## src/rtl/tlbz_pkg.sv

```systemverilog
package tlbz_pkg;

  typedef enum logic [1:0] {
    FLT_NONE = 2'd0,
    FLT_MISS = 2'd1,
    FLT_ZONE = 2'd2,
    FLT_PROT = 2'd3
  } fault_e;

  typedef enum logic [1:0] {
    ACC_FETCH = 2'd0,
    ACC_LOAD  = 2'd1,
    ACC_STORE = 2'd2,
    ACC_RSVD  = 2'd3
  } access_e;

  // strobes from control to datapath
  typedef struct packed {
    logic load;
    logic setValid;
  } strobe_t;

  localparam logic [31:0] ZONE_SYNDROME = 32'h0040_0000;

endpackage

```

## src/rtl/tlbz_datapath.sv

```systemverilog
module tlbz_datapath
  import tlbz_pkg::*;
#(
  parameter int ENTRIES = 8,
  parameter int ADDR_W  = 32,
  parameter int PID_W   = 8,
  parameter int SIZE_W  = 5,
  parameter int ATTR_W  = 8,
  parameter int PERM_W  = 3,
  localparam int IDX_W  = $clog2(ENTRIES)
) (
  input  logic              clk,
  input  logic              rstN,
  input  strobe_t           strobe,
  input  logic [IDX_W-1:0]  ldIdx,
  input  logic [PID_W-1:0]  ldPid,
  input  logic [ADDR_W-1:0] ldEpn,
  input  logic [ADDR_W-1:0] ldRpn,
  input  logic [SIZE_W-1:0] ldSizeLog,
  input  logic [ATTR_W-1:0] ldAttr,
  input  logic [PERM_W-1:0] ldPerm,
  input  logic [PID_W-1:0]  curPid,
  input  logic [ADDR_W-1:0] lkAddr,
  output logic              anyHit,
  output logic [ATTR_W-1:0] hitAttr,
  output logic [PERM_W-1:0] hitPerm,
  output logic [ADDR_W-1:0] realAddr
);

  logic [ENTRIES-1:0] validQ;
  logic [PID_W-1:0]   pidQ  [ENTRIES];
  logic [ADDR_W-1:0]  epnQ  [ENTRIES];
  logic [ADDR_W-1:0]  rpnQ  [ENTRIES];
  logic [SIZE_W-1:0]  sizeQ [ENTRIES];
  logic [ATTR_W-1:0]  attrQ [ENTRIES];
  logic [PERM_W-1:0]  permQ [ENTRIES];
  logic [ADDR_W-1:0]  maskE [ENTRIES];
  logic [ENTRIES-1:0] matchE;
  logic [IDX_W-1:0]   selIdx;

  for (genvar g = 0; g < ENTRIES; g++) begin : g_entry
    logic wrHere;
    assign wrHere = strobe.load && (ldIdx == IDX_W'(g));

    always_ff @(posedge clk or negedge rstN) begin
      if (!rstN) validQ[g] <= 1'b0;
      else if (wrHere) validQ[g] <= strobe.setValid;
    end

    always_ff @(posedge clk) begin
      if (wrHere) begin
        pidQ[g]  <= ldPid;
        epnQ[g]  <= ldEpn;
        rpnQ[g]  <= ldRpn;
        sizeQ[g] <= ldSizeLog;
        attrQ[g] <= ldAttr;
        permQ[g] <= ldPerm;
      end
    end

    assign maskE[g]  = {ADDR_W{1'b1}} << sizeQ[g];
    assign matchE[g] = validQ[g]
                     && ((pidQ[g] == '0) || (pidQ[g] == curPid))
                     && ((lkAddr & maskE[g]) == epnQ[g]);
  end

  // lowest index wins
  always_comb begin
    selIdx = '0;
    for (int i = ENTRIES - 1; i >= 0; i--) begin
      if (matchE[i]) selIdx = IDX_W'(i);
    end
  end

  assign anyHit   = |matchE;
  assign hitAttr  = anyHit ? attrQ[selIdx] : '0;
  assign hitPerm  = anyHit ? permQ[selIdx] : '0;
  assign realAddr = anyHit ? ((rpnQ[selIdx] & maskE[selIdx]) | (lkAddr & ~maskE[selIdx]))
                           : '0;

  // a valid load is visible at the next edge
  a_r12_load_next_cycle: assert property (@(posedge clk) disable iff (!rstN)
    (strobe.load && strobe.setValid) |=> validQ[$past(ldIdx)]);

  // an invalid load leaves the slot out of lookup
  a_r2_invalid_load: assert property (@(posedge clk) disable iff (!rstN)
    (strobe.load && !strobe.setValid) |=> !matchE[$past(ldIdx)]);

  // the chosen entry matches and no lower entry does
  a_r6_lowest_index: assert property (@(posedge clk) disable iff (!rstN)
    anyHit |-> (matchE[selIdx] &&
                ((matchE & ((ENTRIES'(1) << selIdx) - ENTRIES'(1))) == '0)));

endmodule

```

## src/rtl/tlbz_control.sv

```systemverilog
module tlbz_control
  import tlbz_pkg::*;
#(
  parameter int ATTR_W   = 8,
  parameter int PERM_W   = 3,
  parameter int ZSEL_W   = 4,
  parameter int ZSEL_LSB = 4,
  localparam int ZREG_W  = 2 * (2 ** ZSEL_W)
) (
  input  logic              clk,
  input  logic              rstN,
  input  logic              ldEn,
  input  logic              ldValid,
  output strobe_t           strobe,
  input  logic              anyHit,
  input  logic [ATTR_W-1:0] hitAttr,
  input  logic [PERM_W-1:0] hitPerm,
  input  logic [ZREG_W-1:0] zoneReg,
  input  logic [1:0]        lkType,
  input  logic              lkUser,
  output logic [PERM_W-1:0] rights,
  output logic [1:0]        fault,
  output logic [31:0]       syndrome
);

  localparam logic [PERM_W-1:0] ALL_RIGHTS = '1;

  logic [ZSEL_W-1:0] zoneSel;
  logic [ZREG_W-1:0] zoneShift;
  logic [1:0]        zoneCode;
  logic              zoneFault;
  logic [PERM_W-1:0] needBit;
  fault_e            faultV;

  assign strobe.load     = ldEn;
  assign strobe.setValid = ldValid;

  assign zoneSel   = hitAttr[ZSEL_LSB +: ZSEL_W];
  // zone 0 sits at the top two bits
  assign zoneShift = zoneReg >> (ZREG_W - 2 - 2 * int'(zoneSel));
  assign zoneCode  = zoneShift[1:0];

  always_comb begin
    zoneFault = 1'b0;
    rights    = '0;
    if (anyHit) begin
      unique case (zoneCode)
        2'd3: rights = ALL_RIGHTS;
        2'd2: rights = lkUser ? hitPerm : ALL_RIGHTS;
        2'd1: rights = hitPerm;
        default: begin
          if (lkUser) zoneFault = 1'b1;
          else        rights    = hitPerm;
        end
      endcase
    end
  end

  always_comb begin
    unique case (access_e'(lkType))
      ACC_FETCH: needBit = PERM_W'(3'b100);
      ACC_STORE: needBit = PERM_W'(3'b010);
      default:   needBit = PERM_W'(3'b001);
    endcase
  end

  always_comb begin
    if (!anyHit)                     faultV = FLT_MISS;
    else if (zoneFault)              faultV = FLT_ZONE;
    else if ((rights & needBit) == 0) faultV = FLT_PROT;
    else                             faultV = FLT_NONE;
  end

  assign fault    = faultV;
  assign syndrome = (faultV == FLT_ZONE) ? ZONE_SYNDROME : 32'd0;

  // a miss carries no rights
  a_r11_miss_no_rights: assert property (@(posedge clk) disable iff (!rstN)
    (fault == FLT_MISS) |-> (rights == '0 && syndrome == 32'd0));

  // zone fault only on user accesses, with no rights
  a_r9_zone_user_only: assert property (@(posedge clk) disable iff (!rstN)
    (fault == FLT_ZONE) |-> (lkUser && rights == '0 && $countones(syndrome) == 1));

  // protection faults carry a zero syndrome
  a_r10_prot_zero_syndrome: assert property (@(posedge clk) disable iff (!rstN)
    (fault == FLT_PROT) |-> (syndrome == 32'd0 && anyHit));

endmodule

```

## src/rtl/tlbz_top.sv

```systemverilog
module tlbz_top
  import tlbz_pkg::*;
#(
  parameter int ENTRIES = 8,
  parameter int ADDR_W  = 32,
  parameter int PID_W   = 8,
  parameter int SIZE_W  = 5,
  localparam int IDX_W  = $clog2(ENTRIES)
) (
  input  logic              clk,
  input  logic              rstN,
  input  logic              ldEn,
  input  logic [IDX_W-1:0]  ldIdx,
  input  logic              ldValid,
  input  logic [PID_W-1:0]  ldPid,
  input  logic [ADDR_W-1:0] ldEpn,
  input  logic [ADDR_W-1:0] ldRpn,
  input  logic [SIZE_W-1:0] ldSizeLog,
  input  logic [7:0]        ldAttr,
  input  logic [2:0]        ldPerm,
  input  logic [31:0]       zoneReg,
  input  logic [PID_W-1:0]  curPid,
  input  logic [ADDR_W-1:0] lkAddr,
  input  logic [1:0]        lkType,
  input  logic              lkUser,
  output logic              hit,
  output logic [ADDR_W-1:0] realAddr,
  output logic [2:0]        rights,
  output logic [1:0]        fault,
  output logic [31:0]       syndrome
);

  strobe_t    strobe;
  logic [7:0] hitAttr;
  logic [2:0] hitPerm;

  tlbz_datapath #(
    .ENTRIES(ENTRIES), .ADDR_W(ADDR_W), .PID_W(PID_W),
    .SIZE_W(SIZE_W), .ATTR_W(8), .PERM_W(3)
  ) u_dp (
    .clk(clk), .rstN(rstN), .strobe(strobe), .ldIdx(ldIdx),
    .ldPid(ldPid), .ldEpn(ldEpn), .ldRpn(ldRpn), .ldSizeLog(ldSizeLog),
    .ldAttr(ldAttr), .ldPerm(ldPerm), .curPid(curPid), .lkAddr(lkAddr),
    .anyHit(hit), .hitAttr(hitAttr), .hitPerm(hitPerm), .realAddr(realAddr)
  );

  tlbz_control #(
    .ATTR_W(8), .PERM_W(3), .ZSEL_W(4), .ZSEL_LSB(4)
  ) u_ctl (
    .clk(clk), .rstN(rstN), .ldEn(ldEn), .ldValid(ldValid), .strobe(strobe),
    .anyHit(hit), .hitAttr(hitAttr), .hitPerm(hitPerm), .zoneReg(zoneReg),
    .lkType(lkType), .lkUser(lkUser), .rights(rights), .fault(fault),
    .syndrome(syndrome)
  );

endmodule

```

## config.mk

```make
export PLATFORM = sky130hd
export DESIGN_NAME = tlbz_top
export DESIGN_NICKNAME = d
export VERILOG_FILES = /design/src/rtl/tlbz_pkg.sv /design/src/rtl/tlbz_datapath.sv /design/src/rtl/tlbz_control.sv /design/src/rtl/tlbz_top.sv
export SDC_FILE = /design/constraint.sdc
export NUM_CORES = 2
export LEC_CHECK = 0
export ABC_CLOCK_PERIOD_IN_PS = 6200
export CAP_MARGIN = 40
export CORE_ASPECT_RATIO = 1.5
export CORE_MARGIN = 2
export CORE_UTILIZATION = 58
export DETAILED_ROUTE_END_ITERATION = 8
export GPL_TIMING_DRIVEN = 0
export HOLD_SLACK_MARGIN = 0.06
export PLACE_DENSITY_LB_ADDON = 0.2
export SYNTH_ARGS = -nofsm -noshare
export SYNTH_HDL_FRONTEND = slang
export SYNTH_HIERARCHICAL = 1
export SYNTH_SLANG_ARGS = --single-unit
```

## constraint.sdc

```tcl
create_clock -name clk -period 6.2 [get_ports clk]
set_input_delay 0.62 -clock clk [delete_from_list [all_inputs] [get_ports clk]]
set_output_delay 0.62 -clock clk [all_outputs]
set_load 0.01 [all_outputs]
```

==> impl_metrics.env, run 1 <==
export IMPL_syn_area_mm2=0.0364
export IMPL_ys_warnings_count=6
export IMPL_grt_max_degree=33
export IMPL_std_cell_rows=112
export IMPL_placed_cells=4249
export IMPL_die_y_um=311
export IMPL_hold_buffers=0
export IMPL_ios=240
export IMPL_dpl_worst_slack_ns=-3.47
export IMPL_cts_root_buf="clkbuf_16"
export IMPL_error_line="[ERROR GRT-0116] Global routing finished with congestion. Check the congestion regions in the DRC Viewer."
export IMPL_numPortBuffers=185
export IMPL_haltStage="global routing (5_1_grt)"
export IMPL_syn_inst=3142
export IMPL_hpwl_um=139000
export IMPL_cts_buffer_depth=3
export IMPL_track_usage_pct=72.7
export IMPL_place_congestion=1.20
export IMPL_chipWidth_um=209
export IMPL_grt_pass1_vias=39900
export IMPL_start_util_pct=58.5
export IMPL_grt_ovfl_total=326
export IMPL_htreeDepth=3
export IMPL_placed_area_mm2=0.0406
export IMPL_syn_avg_cell_area_um2=11.6
export IMPL_grt_pass1_wl_um=337000
export IMPL_numCtsBuffers=67
export IMPL_outcome="did not finish"
[routing by layer]
| layer | global-route usage [%] | overflow |
|---|---|---|
| met1 | 73.2 | 2 |
| met2 | 91.2 | 171 |
| met3 | 55.7 | 2 |
| met4 | 70.5 | 151 |
| met5 | 23.2 | 0 |
[what timing repair did]
action / CTS
gates resized for setup: 602
setup buffers: 88
setup endpoints to repair: 39
pin swaps: 60
gates cloned: 1
[through the flow]
step	TNS [ns]	hold slack [ns]
global placement	-1378.11	0.485
CTS	-8.48	0.275
floorplan	0	0.324
detailed placement	-74.03	0.516
==> run 2, diff against run 1 <==
CORE_ASPECT_RATIO = unset   (was 1.5)
CORE_UTILIZATION = 40   (was 58)
HOLD_SLACK_MARGIN = unset   (was 0.06)
PLACE_DENSITY_LB_ADDON = 0.15   (was 0.2)
==> run 2 against run 1 <==
  * The flow now finishes, with violations (negative setup slack)
  * Synthesized cell count unchanged
  * Synthesized area unchanged
==> impl_metrics.env, run 2 <==
export IMPL_layout_drive_gt1_share_pct=28.0
export IMPL_ir_drop_v=0.000259
export IMPL_firstDrtPassIters=6
export IMPL_whs_ns=0.213
export IMPL_cts_sinks=680
export IMPL_die_y_um=306
export IMPL_cp_start_kind="input port"
export IMPL_numPortBuffers=185
export IMPL_avgRoutedWirePerCell_um=40.5
export IMPL_regToRegSetupSlack_ns=5.28
export IMPL_grt_busiest_layer="met2"
export IMPL_r2r_end="u_dp/validQ[7]$_DFFE_PN0P_"
export IMPL_routed_wl_um=203000
export IMPL_violations="negative setup slack"
export IMPL_nets=3917
export IMPL_worst_slack_ns=-1.07
export IMPL_fmax_mhz=138
export IMPL_syn_avg_cell_area_um2=11.6
export IMPL_track_usage_pct=42.6
export IMPL_dpl_worst_slack_ns=-3.12
export IMPL_grt_max_degree=28
export IMPL_grt_pass1_vias=30300
export IMPL_grt_ovfl_total=0
export IMPL_cts_tree="done"
export IMPL_maxSlewHeadroom_pct=32.8
export IMPL_setup_viol_count_final=37
export IMPL_htreeDepth=3
export IMPL_reg2reg_from="u_dp/validQ[7]$_DFFE_PN0P_"
export IMPL_finalHoldViolCount=0
export IMPL_fin_skew_ns=0
export IMPL_area_delta_synth_final_pct=34.8
export IMPL_grt_pass1_wl_um=267000
export IMPL_antenna_found_initial=23
export IMPL_ios=240
export IMPL_drv_cap=0
export IMPL_hold_path_class="input port to async pin"
export IMPL_critPathKind="input port to primary output"
export IMPL_place_congestion=1.08
export IMPL_use_met1_pct=55.2
export IMPL_num_vias=32300
export IMPL_chipWidth_um=306
export IMPL_final_cell_mix="edfxtp_1 (672), nand2_1 (248), buf_4 (227)"
export IMPL_via_per_inst=6.46
export IMPL_ys_warnings_count=6
export IMPL_fin_crit_ns=7.27
export IMPL_use_met2_pct=64.1
export IMPL_power_leakage_uw=0.0170
export IMPL_drc_errors=0
export IMPL_power_uw=11400
export IMPL_critical_path_max_fanout=10
export IMPL_layout_commonest_cell="edfxtp_1"
export IMPL_top_regs="u_dp/epnQ: 256 flops, u_dp/rpnQ: 256 flops, u_dp/pidQ: 64 flops"
export IMPL_path_clk_slew_ns=0.06
export IMPL_numCtsBuffers=80
export IMPL_syn_area_mm2=0.0364
export IMPL_coreArea_mm2=0.0901
export IMPL_cts_root_buf="clkbuf_16"
export IMPL_drt_iter0_drc=4775
export IMPL_drv_slew=0
export IMPL_ff2ff_path_depth=1
export IMPL_worst_pin_slew_ns=1.00
export IMPL_cts_buffer_depth=3
export IMPL_ant_nets=0
export IMPL_critical_path_arrival_ns=6.65
export IMPL_cp_end_kind="primary output"
export IMPL_post_route_period_util_pct=117
export IMPL_clkLatencyLatePin_ns=0.69
export IMPL_fin_util_pct=54.4
export IMPL_hpwl_um=155000
export IMPL_die_area_mm2=0.0935
export IMPL_std_cell_rows=110
export IMPL_outcome="complete, but fails checks"
export IMPL_rsz0062_at_grt="true"
export IMPL_syn_inst=3142
export IMPL_grt_use_met3_pct=8.42
export IMPL_crit_required_ns=5.58
export IMPL_pwr_density_cell_mw_per_mm2=232
export IMPL_setup_tns_final_ns=-13.16
export IMPL_start_util_pct=40.4
## run 2: how the worst max path moves through the flow
stage / start / endpoint / slack (ns) / depth (start not counted)
after global placement: lkAddr[23] / fault[0] / -4.04 / 22
after CTS: u_dp/sizeQ[1][12]$_DFFE_PP_ / fault[0] / -0.81 / 26
after global routing: u_dp/sizeQ[1][13]$_DFFE_PP_ / fault[0] / -1.09 / 27
after floorplan: lkAddr[7] / rights[0] / 0.42 / 22
final: lkAddr[16] / fault[0] / -1.07 / 25
after detailed placement: lkAddr[16] / fault[0] / -3.12 / 23
## run 2: cell type report
| cell class | instances | area (um^2) |
|---|---|---|
| Clock inverter | 50 | 533 |
| Antenna cell | 19 | 47.5 |
| Clock buffer | 99 | 2120 |
| Buffer | 240 | 2130 |
| Tap cell | 1176 | 1470 |
| Inverter | 60 | 233 |
| Fill cell | 7834 | 41100 |
| Sequential cell | 680 | 20400 |
| Timing Repair Buffer | 494 | 5270 |
| Multi-Input combinational cell | 2191 | 16900 |
## run 2: power by group
part           switching, uW  internal, uW  total (uW)  leakage [uW]
Clock                   2060          2750        4810       0.00126
Combinational            840           437        1280       0.00955
Sequential              83.9          5220        5310       0.00620
## run 2: critical path, cell delays in order
cell	delay [ns]
dlygate4sd2_1	0.72
inv_1	0.40
nor2_4	0.29
xnor2_4	0.18
nand2_1	0.09
or4_4	0.63
nor4_4	0.40
buf_4	0.19
o21ai_4	0.07
a211oi_4	0.36
nor2_4	0.11
buf_12	0.18
clkbuf_2	0.18
buf_8	0.17
clkbuf_8	0.18
a21oi_4	0.14
o22ai_4	0.10
buf_8	0.15
mux2i_1	0.11
mux4_2	0.49
a22oi_4	0.27
buf_6	0.14
xnor2_2	0.05
o21ai_1	0.16
buf_2	0.17
## run 2: per-stage QoR
stage                     instances  area [um^2]
after floorplan                3172        36500
after global placement         4533        39900
after detailed placement       4677        41900
after CTS                      4929        48000
after global routing           4993        49000
final                          5009        49100
## run 2: metal layers
metal,up-vias,wire (um)
li1,13200,-
met4,6,17800
met1,16300,78100
met5,-,41
met2,2190,87600
met3,622,19100
## run 2: what timing repair did
action,CTS,global route
resized for setup,681,208
endpoints found under the setup margin,39,38
buffers inserted,104,59
pin swaps,70,53
hold buffers,0,0
gates cloned,0,3
Power figures use the tool's default switching activity.
